## src/rtl/lcd_window_streamer.sv

```systemverilog
module lcd_window_streamer #(
  parameter int OFFSET_X = 0,
  parameter int OFFSET_Y = 0,
  parameter int HALF_BIT = 2
) (
  input  logic        clk,
  input  logic        rst_n,
  input  logic        req_start,
  input  logic        req_fill,
  input  logic [15:0] req_x1,
  input  logic [15:0] req_y1,
  input  logic [15:0] req_x2,
  input  logic [15:0] req_y2,
  input  logic [15:0] req_color,
  input  logic [15:0] pix_data,
  input  logic        pix_valid,
  output logic        pix_ready,
  output logic        busy,
  output logic        done,
  output logic        lcd_cs_n,
  output logic        lcd_dc,
  output logic        lcd_sclk,
  output logic        lcd_mosi
);
  localparam int DIV_W = (HALF_BIT > 1) ? $clog2(HALF_BIT) : 1;
  localparam logic [DIV_W-1:0] DIV_MAX = DIV_W'(HALF_BIT - 1);
  localparam int CNT_W = 34;
  localparam logic [3:0] LAST_HDR = 4'd10;

  typedef enum logic [2:0] {IDLE, HDR, HDR_GO, HDR_END, PIX_CS, PIX_GET, PIX_NEXT} st_t;

  st_t              state;
  logic [15:0]      x1o, x2o, y1o, y2o, color_r, shreg;
  logic             fill_r, active, sclk_r, cs_r, dc_r, done_r;
  logic [3:0]       byte_idx;
  logic [4:0]       bits_left;
  logic [DIV_W-1:0] div_cnt;
  logic [CNT_W-1:0] pix_left;
  logic [16:0]      span_x, span_y;
  logic [7:0]       hdr_byte;
  logic             is_cmd;

  assign span_x = {1'b0, req_x2} - {1'b0, req_x1} + 17'd1;
  assign span_y = {1'b0, req_y2} - {1'b0, req_y1} + 17'd1;
  assign is_cmd = (byte_idx == 4'd0) || (byte_idx == 4'd5) || (byte_idx == 4'd10);

  always_comb begin
    case (byte_idx)
      4'd0:    hdr_byte = 8'h2A;
      4'd1:    hdr_byte = x1o[15:8];
      4'd2:    hdr_byte = x1o[7:0];
      4'd3:    hdr_byte = x2o[15:8];
      4'd4:    hdr_byte = x2o[7:0];
      4'd5:    hdr_byte = 8'h2B;
      4'd6:    hdr_byte = y1o[15:8];
      4'd7:    hdr_byte = y1o[7:0];
      4'd8:    hdr_byte = y2o[15:8];
      4'd9:    hdr_byte = y2o[7:0];
      default: hdr_byte = 8'h2C;
    endcase
  end

  always_ff @(posedge clk or negedge rst_n) begin
    if (!rst_n) begin
      state     <= IDLE;
      x1o       <= '0;
      x2o       <= '0;
      y1o       <= '0;
      y2o       <= '0;
      color_r   <= '0;
      shreg     <= '0;
      fill_r    <= 1'b0;
      active    <= 1'b0;
      sclk_r    <= 1'b1;
      cs_r      <= 1'b1;
      dc_r      <= 1'b1;
      done_r    <= 1'b0;
      byte_idx  <= '0;
      bits_left <= '0;
      div_cnt   <= '0;
      pix_left  <= '0;
    end else begin
      done_r <= 1'b0;
      if (active) begin
        if (div_cnt == DIV_MAX) begin
          div_cnt <= '0;
          if (!sclk_r) sclk_r <= 1'b1;
          else if (bits_left == 5'd1) active <= 1'b0;
          else begin
            bits_left <= bits_left - 5'd1;
            shreg     <= {shreg[14:0], 1'b0};
            sclk_r    <= 1'b0;
          end
        end else begin
          div_cnt <= div_cnt + 1'b1;
        end
      end else begin
        case (state)
          IDLE: if (req_start) begin
            x1o      <= req_x1 + 16'(OFFSET_X);
            x2o      <= req_x2 + 16'(OFFSET_X);
            y1o      <= req_y1 + 16'(OFFSET_Y);
            y2o      <= req_y2 + 16'(OFFSET_Y);
            fill_r   <= req_fill;
            color_r  <= req_color;
            pix_left <= CNT_W'(span_x) * CNT_W'(span_y);
            byte_idx <= '0;
            state    <= HDR;
          end
          HDR: begin
            cs_r  <= 1'b0;
            dc_r  <= ~is_cmd;
            state <= HDR_GO;
          end
          HDR_GO: begin
            shreg     <= {hdr_byte, 8'h00};
            bits_left <= 5'd8;
            active    <= 1'b1;
            sclk_r    <= 1'b0;
            div_cnt   <= '0;
            state     <= HDR_END;
          end
          HDR_END: begin
            cs_r <= 1'b1;
            if (byte_idx == LAST_HDR) state <= PIX_CS;
            else begin
              byte_idx <= byte_idx + 4'd1;
              state    <= HDR;
            end
          end
          PIX_CS: begin
            cs_r  <= 1'b0;
            dc_r  <= 1'b1;
            state <= PIX_GET;
          end
          PIX_GET: if (fill_r || pix_valid) begin
            shreg     <= fill_r ? color_r : pix_data;
            bits_left <= 5'd16;
            active    <= 1'b1;
            sclk_r    <= 1'b0;
            div_cnt   <= '0;
            pix_left  <= pix_left - 1'b1;
            state     <= PIX_NEXT;
          end
          PIX_NEXT: begin
            if (pix_left == '0) begin
              cs_r   <= 1'b1;
              done_r <= 1'b1;
              state  <= IDLE;
            end else begin
              state <= PIX_GET;
            end
          end
          default: state <= IDLE;
        endcase
      end
    end
  end

  assign pix_ready = (state == PIX_GET) && !active && !fill_r;
  assign busy      = (state != IDLE);
  assign done      = done_r;
  assign lcd_cs_n  = cs_r;
  assign lcd_dc    = dc_r;
  assign lcd_sclk  = sclk_r;
  assign lcd_mosi  = shreg[15];
endmodule

```

## config.mk

```make
export PLATFORM = sky130hd
export DESIGN_NAME = lcd_window_streamer
export DESIGN_NICKNAME = d
export VERILOG_FILES = /design/src/rtl/lcd_window_streamer.sv
export SDC_FILE = /design/constraint.sdc
export NUM_CORES = 1
export LEC_CHECK = 0
export BUFFER_PORTS_ARGS = -buffer_cell sky130_fd_sc_hd__buf_2
export CELL_PAD_IN_SITES_DETAIL_PLACEMENT = 0
export CELL_PAD_IN_SITES_GLOBAL_PLACEMENT = 1
export CORE_MARGIN = 2
export CORE_UTILIZATION = 44
export CTS_CLUSTER_DIAMETER = 60
export DETAILED_ROUTE_END_ITERATION = 6
export PLACE_DENSITY = 0.83
export SLEW_MARGIN = 20
export SYNTH_ARGS = -nofsm -noshare
export SYNTH_HDL_FRONTEND = slang
export SYNTH_SLANG_ARGS = --single-unit
```

## constraint.sdc

```tcl
create_clock -name clk -period 3.15 [get_ports clk]
set_clock_uncertainty 0.2 [all_clocks]
set_input_delay 0.315 -clock clk [delete_from_list [all_inputs] [get_ports clk]]
set_output_delay 0.315 -clock clk [all_outputs]
set_load 0.05 [all_outputs]
```

Word-level counts from Yosys, hierarchy flattened
Cells that the tools add are included. Widths: inputs -> output; s select.

Add/sub/neg operators: 8. $mul: 1. Equal/unequal tests: 25. Mux-type cells: 45. Bitwise gates (word level): 2. Reductions and logical operators: 26.

Operators by type and width (count): $mux 16 (6); $pmux 8 s10 (1); $mux 34 (2); $pmux 34 s2 (1); $add 17x1->17 const B (2); $logic_not 34->1 (1); $mul 17x17->34 (1); $sub 16x16->17 (2); $sub 34x1->34 const B (1); $pmux 16 s2 (1); $mux 5 (5); $pmux 3 s7 (1); $eq 4x3->1 const B (4); $mux 1 (16); $eq 4x4->1 const B (3); $mux 3 (4); $reduce_and 3->1 (4); $ne 2x2->1 const B (5); $pmux 5 s2 (1); $eq 3x3->1 const B (3); $reduce_bool 3->1 (3); $eq 4x2->1 const B (2); $mux 4 (2); $pmux 4 s2 (1); 22 further kinds (35).

Register bits: 149. Input bits: 101. Output and inout port bits: 7. Logic and storage cells: 124.

Longest topological paths before layout
Gate-level depths: netlist of the first run.

Depth in word-level cells: 5. Mapped depth: 37. Mapped depth without buffers: 35.

Worst setup path before layout of the first run
OpenSTA, ideal clock, no wires.

Path kind: input to register. From: input port req_x1[2]. To: register pix_left[31]. Library setup time: 0.131 ns. Data arrival time: 7.972 ns. Data required time: 2.819 ns. Setup slack: -5.153 ns. Cell stages on the path: 32. Buffers on the path: 2. Cells stage by stage: inv_1 -> ha_1 -> ha_1 -> a211oi_1 -> o21ai_0 -> a31oi_1 -> o21ai_0 -> and4_1 -> a2111oi_0 -> a21oi_1 -> xnor2_1 -> buf_2 -> nand2_1 -> fa_1 -> fa_1 -> inv_1 -> fa_1 -> fa_1 -> fa_1 -> inv_1 -> fa_1 -> inv_1 -> ha_1 -> clkbuf_1 -> a21oi_1 -> o21ai_0 -> o21ai_0 -> a21oi_1 -> nand3_1 -> and3_1 -> nor3_1 -> o21ai_1.

Longest elaborated chain between the ends: 5.

RTL lines: start, declared (RTL line 10) `input logic [15:0] req_x1,`; $sub 16x16->17 (RTL line 43) `assign span_x = {1'b0, req_x2} - {1'b0, req_x1} + 17'd1;`; $add 17x1->17 (RTL line 43); $mul 17x17->34 (RTL line 106) `pix_left <= CNT_W'(span_x) * CNT_W'(span_y);`; $mux 34 (RTL line 99) `IDLE: if (req_start) begin`; $pmux 34 s2 (RTL line 98) `case (state)`; end signal, assigned (RTL line 106); end signal, assigned (RTL line 142) `pix_left <= pix_left - 1'b1;`; end, declared (RTL line 38) `logic [CNT_W-1:0] pix_left;`.

No other way between the ends. The select of a mux whose other input is x is not followed. A chain may end at the register's enable or synchronous reset.

Worst setup path after layout of the first run
From: input port req_x2[1]. To: register pix_left[25].

Longest elaborated chain between the ends: 5.

RTL lines: start, declared (RTL line 12) `input logic [15:0] req_x2,`; $sub 16x16->17 (RTL line 43); $add 17x1->17 (RTL line 43); $mul 17x17->34 (RTL line 106); $mux 34 (RTL line 99); $pmux 34 s2 (RTL line 98).

No other way between the ends. The select of a mux whose other input is x is not followed.

==> results of run 1 <==
==> kinds of logic (layout without fill, tap and decap cells) <==
family                   count (synthesis)  after routing  share of synthesized area, %
multiplexers                            23             23                          1.26
adder cells (fa/ha/maj)                404            404                          36.2
flip-flops                             149            149                          20.0
AO/OA/AOI/OAI                          385            385                          12.7
other                                    0              1                             0
AND/OR/NAND/NOR                        759            759                          18.2
XOR/XNOR                                60             60                          2.82
buffers and inverters                  439            924                          8.84
==> stage by stage <==
stage	hold slack (ps)	cells	setup WS [ps]	instance area, um^2
2_1_floorplan	-181	2219	-4390	19200
3_3_place_gp	192	3106	-4940	22700
3_5_place_dp	200	3106	-5080	22700
4_1_cts	0.998	3229	-4280	25100
5_1_grt	11.7	3243	-4580	25600
6_report	0.205	3244	-4290	25600
==> Yosys cell counts (22+ instances only) <==
library cell / n / share of area [%]
xor2_1: 25 / 1.2
fa_1: 226 / 24
nand2_1: 421 / 8.5
dfrtp_1: 146 / 20
xnor2_1: 35 / 1.6
a21oi_1: 116 / 3.1
o21ai_0: 117 / 3.1
nor2_1: 106 / 2.1
clkbuf_1: 94 / 1.9
ha_1: 178 / 12
inv_1: 339 / 6.8
and2_1: 88 / 3.0
nor3_1: 40 / 1.1
a211oi_1: 22 / 0.89
nand3_1: 25 / 0.67
==> worst min path at each step <==
| stage | to | slack [ps] | depth (start not counted) |
|---|---|---|---|
| 2_1_floorplan | active | -180 | 0 |
| 3_3_place_gp | pix_left[6] | 190 | 1 |
| 3_5_place_dp | pix_left[8] | 200 | 1 |
| 4_1_cts | x2o[7] | 1 | 4 |
| 5_1_grt | y1o[6] | 10 | 3 |
| 6_report | y1o[6] | 0.2 | 3 |
==> cells in the final DEF (no fill, tap or decap), drive strengths merged, types with 39 or more instances in the layout <==
cell / count
buf: 513
nand2: 422
inv: 348
fa: 226
ha: 178
dfrtp: 146
o21ai: 119
a21oi: 116
nor2: 107
and2: 89
nor3: 41
dlygate4sd3: 39
==> final cells by class <==
class	count	area, um^2	area share (%)
well taps	539	674	2.63
clock inverters	14	131	0.513
inverters	339	1300	5.08
multi-input cells	1631	14900	58.1
repair buffers	553	4470	17.5
clock buffers	18	429	1.68
diodes	1	2.50	0.00977
flip-flops and latches	149	3730	14.6
==> timing repair <==
item | in CTS | in global routing
endpoints found under the setup margin | 32 | 33
buffers inserted | 57 | 23
cloned | 2 | 0
resized for setup | 212 | 98
pin swaps | 176 | 84
endpoints found under the hold margin | 106 | 0
hold buffers | 39 | 0
==> tightest hold or removal path, stage by stage <==
cell and delay, ps:
buf_2 80, inv_1 70, o21ai_0 150
==> sequential cells by signal, indices dropped and copies added (netlist names) <==
register   count
lcd_cs_n       1
lcd_dc         1
x1o           16
byte_idx       4
bits_left      5
pix_left      34
x2o           16
state          3
y2o           16
active         1
y1o           16
done           1
shreg         16
div_cnt        1
color_r       16
lcd_sclk       1
fill_r         1
==> metal layers <==
layer	global-route usage, %	share of wire, %	vias up
met1	36.6	44	8478
met2	45.5	48	531
li1	-	-	8120
met5	0	0	-
met3	2.95	5.1	102
met4	7.85	2.9	0
==> key figures, run 1 <==
Critical path
  • R2R Setup Slk: -100 ps
  • R2R Path End: pix_left[31]
  • R2r startpoint: pix_left[18]
  • Worst setup path end: pix_left[25]
  • CP Class: in -> reg
  • Instance count on the critical path: 39
  • Worst Path Buf+Inv: 15
  • Crit-path leading delay family: adder cells
  • Worst setup SP type: primary input
  • Worst Setup End Kind: flop
  • Most used cell, CP: fa_1
  • Signal arrival time at the worst endpoint: around 7600 ps
  • Reg2Reg Depth: 8
  • WP data required: approximately 3300 ps
  • Crit path largest cell delay: 520 ps
  • CP max stage cell: fa_1
  • Crit Path Max Fanout: 10
  • CP startpoint: req_x2[1]

Job
  • Max_cap viols: 0

Final layout
  • Final #Nets: roughly 3,200
  • Layout area overhead: 37.3%
  • Share of layout cells above drive strength 1: between 30 and 40%
  • # fillers: approximately 3,500
  • Fin util: between 60% and 70%

Clock tree
  • Cts bufs inserted: 17
  • H-tree Lvls: 4
  • Worst-skew pair later-pin latency: approximately 450 ps
  • Root buffer cell: clkbuf_16
  • Clock buffer depth: 2
  • Clock sinks: 149
  • CTS tree: done
  • Clock transition at path regs: about 70 ps

Die
  • Die area: 44,100 um^2
  • CORE AREA: 41,900 um^2
  • Initial Utilization: 44.6%
  • Ports: 108
  • Die H: around 210 um
  • Row cnt: 75
  • Die width: approximately 210 um

Timing
  • Maximum clock frequency: around 130 MHz
  • Hold Fails Final Rpt: 0
  • RSZ-0062 raised after global routing: true
  • Minimum clock period: roughly 7400 ps
  • Setup_tns: -108,260 ps
  • Final slew viol count: 0
  • Worst slew pin tran: roughly 800 ps
  • Fin crit share: 236%
  • Relative slew margins: a little under half
  • Final setup viols: 31
  • Final worst slack: -4290 ps

Synthesis
  • Post-synth ARST share: 100%
  • Netlist cell types: 69
  • Number of synthesized register bits: approximately 150
  • Synthesized Nets: ~2,700
  • Sequential area share after synthesis: roughly 20%
  • Post-synth EDFFs: 0
  • Warnings, synthesis: 0
  • Ys flop type: dfrtp_1
  • Syn Std Cell Area: around 19,000 um^2
  • Synth Instances: 2,219
  • Mean post-synth cell area: between 8 and 9 um^2

Detailed routing
  • DRT iter0 DRCs: 1,199
  • Drt via density: about 5.3
  • Vias: between 15,000 and 20,000
  • WL per Instance: approximately 18 um
  • DRT Wirelength: approximately 59 mm
  • Residual DRC: 0
  • Antenna-violating nets left: 0
  • First-pass DRT Iterations: 5

Outcome
  • Status: finished, violations left
  • Failing checks: setup timing

Global routing
  • Pin count of the biggest net entering global routing: 93
  • Total global routing track utilization: 26.9%
  • Vias in the first global route: about 18,000
  • Initial antenna violation count: 0
  • First-pass GRT wire length: 93.7 mm
  • Grt ovf: 0

Worst hold path
  • Hold WC Path Type: in -> reg
  • Worst hold path startpoint: req_y1[6]

Place
  • GPL Wtd Cong: 0.938
  • Port bufs: between 100 and 150
  • Half-perimeter wire length after placement: ~45 mm
Power of run 1 is left out: the tool's default activity adds up to more than one toggle a clock period on the data nets, which glitch-free logic cannot reach.
==> inputs of run 2 (changes only) <==
- CELL_PAD_IN_SITES_DETAIL_PLACEMENT: 0 -> 1
==> key figures, run 2 (synthesized netlist as in run 1, its figures left out) <==
Timing
  • Relative slew margins: 5.56% (-41 points)
  • Hold Fails Final Rpt: 0 (unchanged)
  • Final setup viols: 65 (+110%)
  • Final slew viol count: 0 (unchanged)
  • Final worst slack: -6380 ps (-2100 ps)
  • Worst slew pin tran: 1400 ps (+596 ps)
  • Hold_ws: 22.6 ps (+22.4 ps)
  • RSZ-0062 raised after global routing: true
  • Maximum clock frequency: 105 MHz (-22%)
  • Minimum clock period: 9530 ps (+2100 ps)
  • Fin crit share: 303% (+67 points)

Die
  • Die H: 210 um (unchanged)
  • Ports: 108 (unchanged)
  • CORE AREA: 41,900 um^2 (unchanged)
  • Die area: 44,100 um^2 (unchanged)
  • Initial Utilization: 44.6% (unchanged)
  • Row cnt: 75 (unchanged)
  • Die width: 210 um (unchanged)

Detailed routing
  • DRT iter0 DRCs: 3,662 (+210%)
  • Residual DRC: 16 (+16)
  • Antenna-violating nets left: 0 (unchanged)
  • Drt via density: 7.03 (+32%)
  • Vias: 22,869 (+33%)
  • DRT Wirelength: 118 mm (+100%)
  • WL per Instance: 36.2 um (+100%)
  • First-pass DRT Iterations: 7 (+2)

Final layout
  • Layout area overhead: 38.8%
  • # fillers: 4,730 (+35%)
  • Leading cell type in the layout, fill and taps excluded: nand2_1
  • Commonest cells after routing, fill and taps aside: nand2_1 (396), buf_4 (342), inv_1 (287)
  • Final #Nets: 3,193 (-0.094%)
  • Largest register FFs: 34 (unchanged)
  • Sequential cell area: 3730 um^2 (about the same)
  • Multi-input gate area: 15,200 um^2 (+2.1%)
  • Fin util: 61.9% (+0.68 points)
  • Share of layout cells above drive strength 1: 32.1% (+1.6 points)
  • Largest register by flop count: pix_left

Critical path
  • Crit Path Max Fanout: 8 (-2)
  • Worst setup SP type: primary input
  • Reg2Reg Depth: 10 (+2)
  • Worst setup path end: pix_left[30]
  • CP startpoint: req_y1[6]
  • Worst Setup End Kind: flop
  • Most used cell, CP: fa_1
  • Signal arrival time at the worst endpoint: 9600 ps (+2050 ps)
  • R2r startpoint: pix_left[18]
  • CP Class: in -> reg
  • Crit path largest cell delay: 760 ps (+240 ps)
  • WP data required: 3210 ps (-50 ps)
  • R2R Setup Slk: -1290 ps (-1190 ps)
  • CP max stage cell: fa_1
  • R2R Path End: pix_left[31]

Place
  • Port bufs: 107 (unchanged)
  • Place WS: -5350 ps (-265 ps)
  • Half-perimeter wire length after placement: 57.9 mm (+27%)
  • GPL Wtd Cong: 0.938 (unchanged)

Global routing
  • Grt ovf: 0 (unchanged)
  • Vias in the first global route: 23,511 (+31%)
  • Initial antenna violation count: 17 (+17)
  • Total global routing track utilization: 42.2% (+15 points)
  • First-pass GRT wire length: 141 mm (+50%)
  • Pin count of the biggest net entering global routing: 93 (unchanged)

Clock tree
  • Root buffer cell: clkbuf_16
  • Cts bufs inserted: 17 (unchanged)
  • Clock sinks: 149 (unchanged)
  • CTS tree: done
  • Clock transition at path regs: 80 ps (about the same)
  • H-tree Lvls: 4 (unchanged)
  • Worst-skew pair later-pin latency: 460 ps (about the same)
  • Clock buffer depth: 2 (unchanged)

Outcome
  • Status: finished, violations left
  • Failing checks: DRC, setup timing

Job
  • Max_cap viols: 0 (unchanged)

Worst hold path
  • Hold WC Path Type: in -> reg
## run 2: cell types whose count changed in the layout (fill, tap and decap cells not counted), sizes merged
| cell | previous run | this run |
|---|---|---|
| nor2 | 107 | 108 |
| diode | 1 | 13 |
| clkinv | 4 | 5 |
| inv | 348 | 346 |
| bufbuf | 0 | 1 |
| dlygate4sd3 | 39 | 31 |
| buf | 513 | 516 |
| clkinvlp | 1 | 2 |
## run 2: worst max-delay path, delay by kind of cell
kind | cells | cell delay, ps
AND/OR/NAND/NOR | 2 | 220
AO/OA/AOI/OAI | 10 | 3080
adder cells (fa/ha/maj) | 9 | 4680
XOR/XNOR | 2 | 370
buffers and inverters | 6 | 910
## run 2: layout make-up
cell class	count	area share (%)
inverters	339	5.03
flip-flops and latches	149	14.4
clock inverters	14	0.440
repair buffers	549	17.0
clock buffers	18	1.70
multi-input cells	1632	58.6
diodes	13	0.126
well taps	539	2.60
## run 2: routing by layer
metal  global-route usage [%]  wire [um]  vias up
met4                     34.9      14900       22
met5                        0        493        -
li1                         -          -     8099
met3                     10.5      16200     1287
met1                     45.1      36300    10859
met2                     70.8      50000     2602
## run 2: worst min path at each step
stage          startpoint           to  slack (ps)  depth (start not counted)
2_1_floorplan       rst_n       active        -180                          0
3_3_place_gp        rst_n  pix_left[6]         190                          1
3_5_place_dp        rst_n  pix_left[6]         200                          1
4_1_cts         req_y2[0]       y2o[0]           4                          4
5_1_grt        req_x2[11]      x2o[11]          40                          4
6_report        req_y2[2]       y2o[2]          20                          4
## run 2: what timing repair did
action                                  CTS  global route
pin swaps                               126           114
hold buffers                             31             0
setup buffers                            43            31
resized for setup                       199           166
cloned                                    0             2
endpoints found under the setup margin   32            74
endpoints found under the hold margin    98             0
## run 2: stage by stage
stage / setup TNS [ps] / instances / cell area [um^2]
2_1_floorplan: -105930 / 2219 / 19200
3_3_place_gp: -126430 / 3106 / 22700
3_5_place_dp: -136350 / 3106 / 22700
4_1_cts: -109310 / 3210 / 24800
5_1_grt: -156730 / 3244 / 25900
6_report: -147150 / 3253 / 25900
Power of run 2 is left out for the same reason.
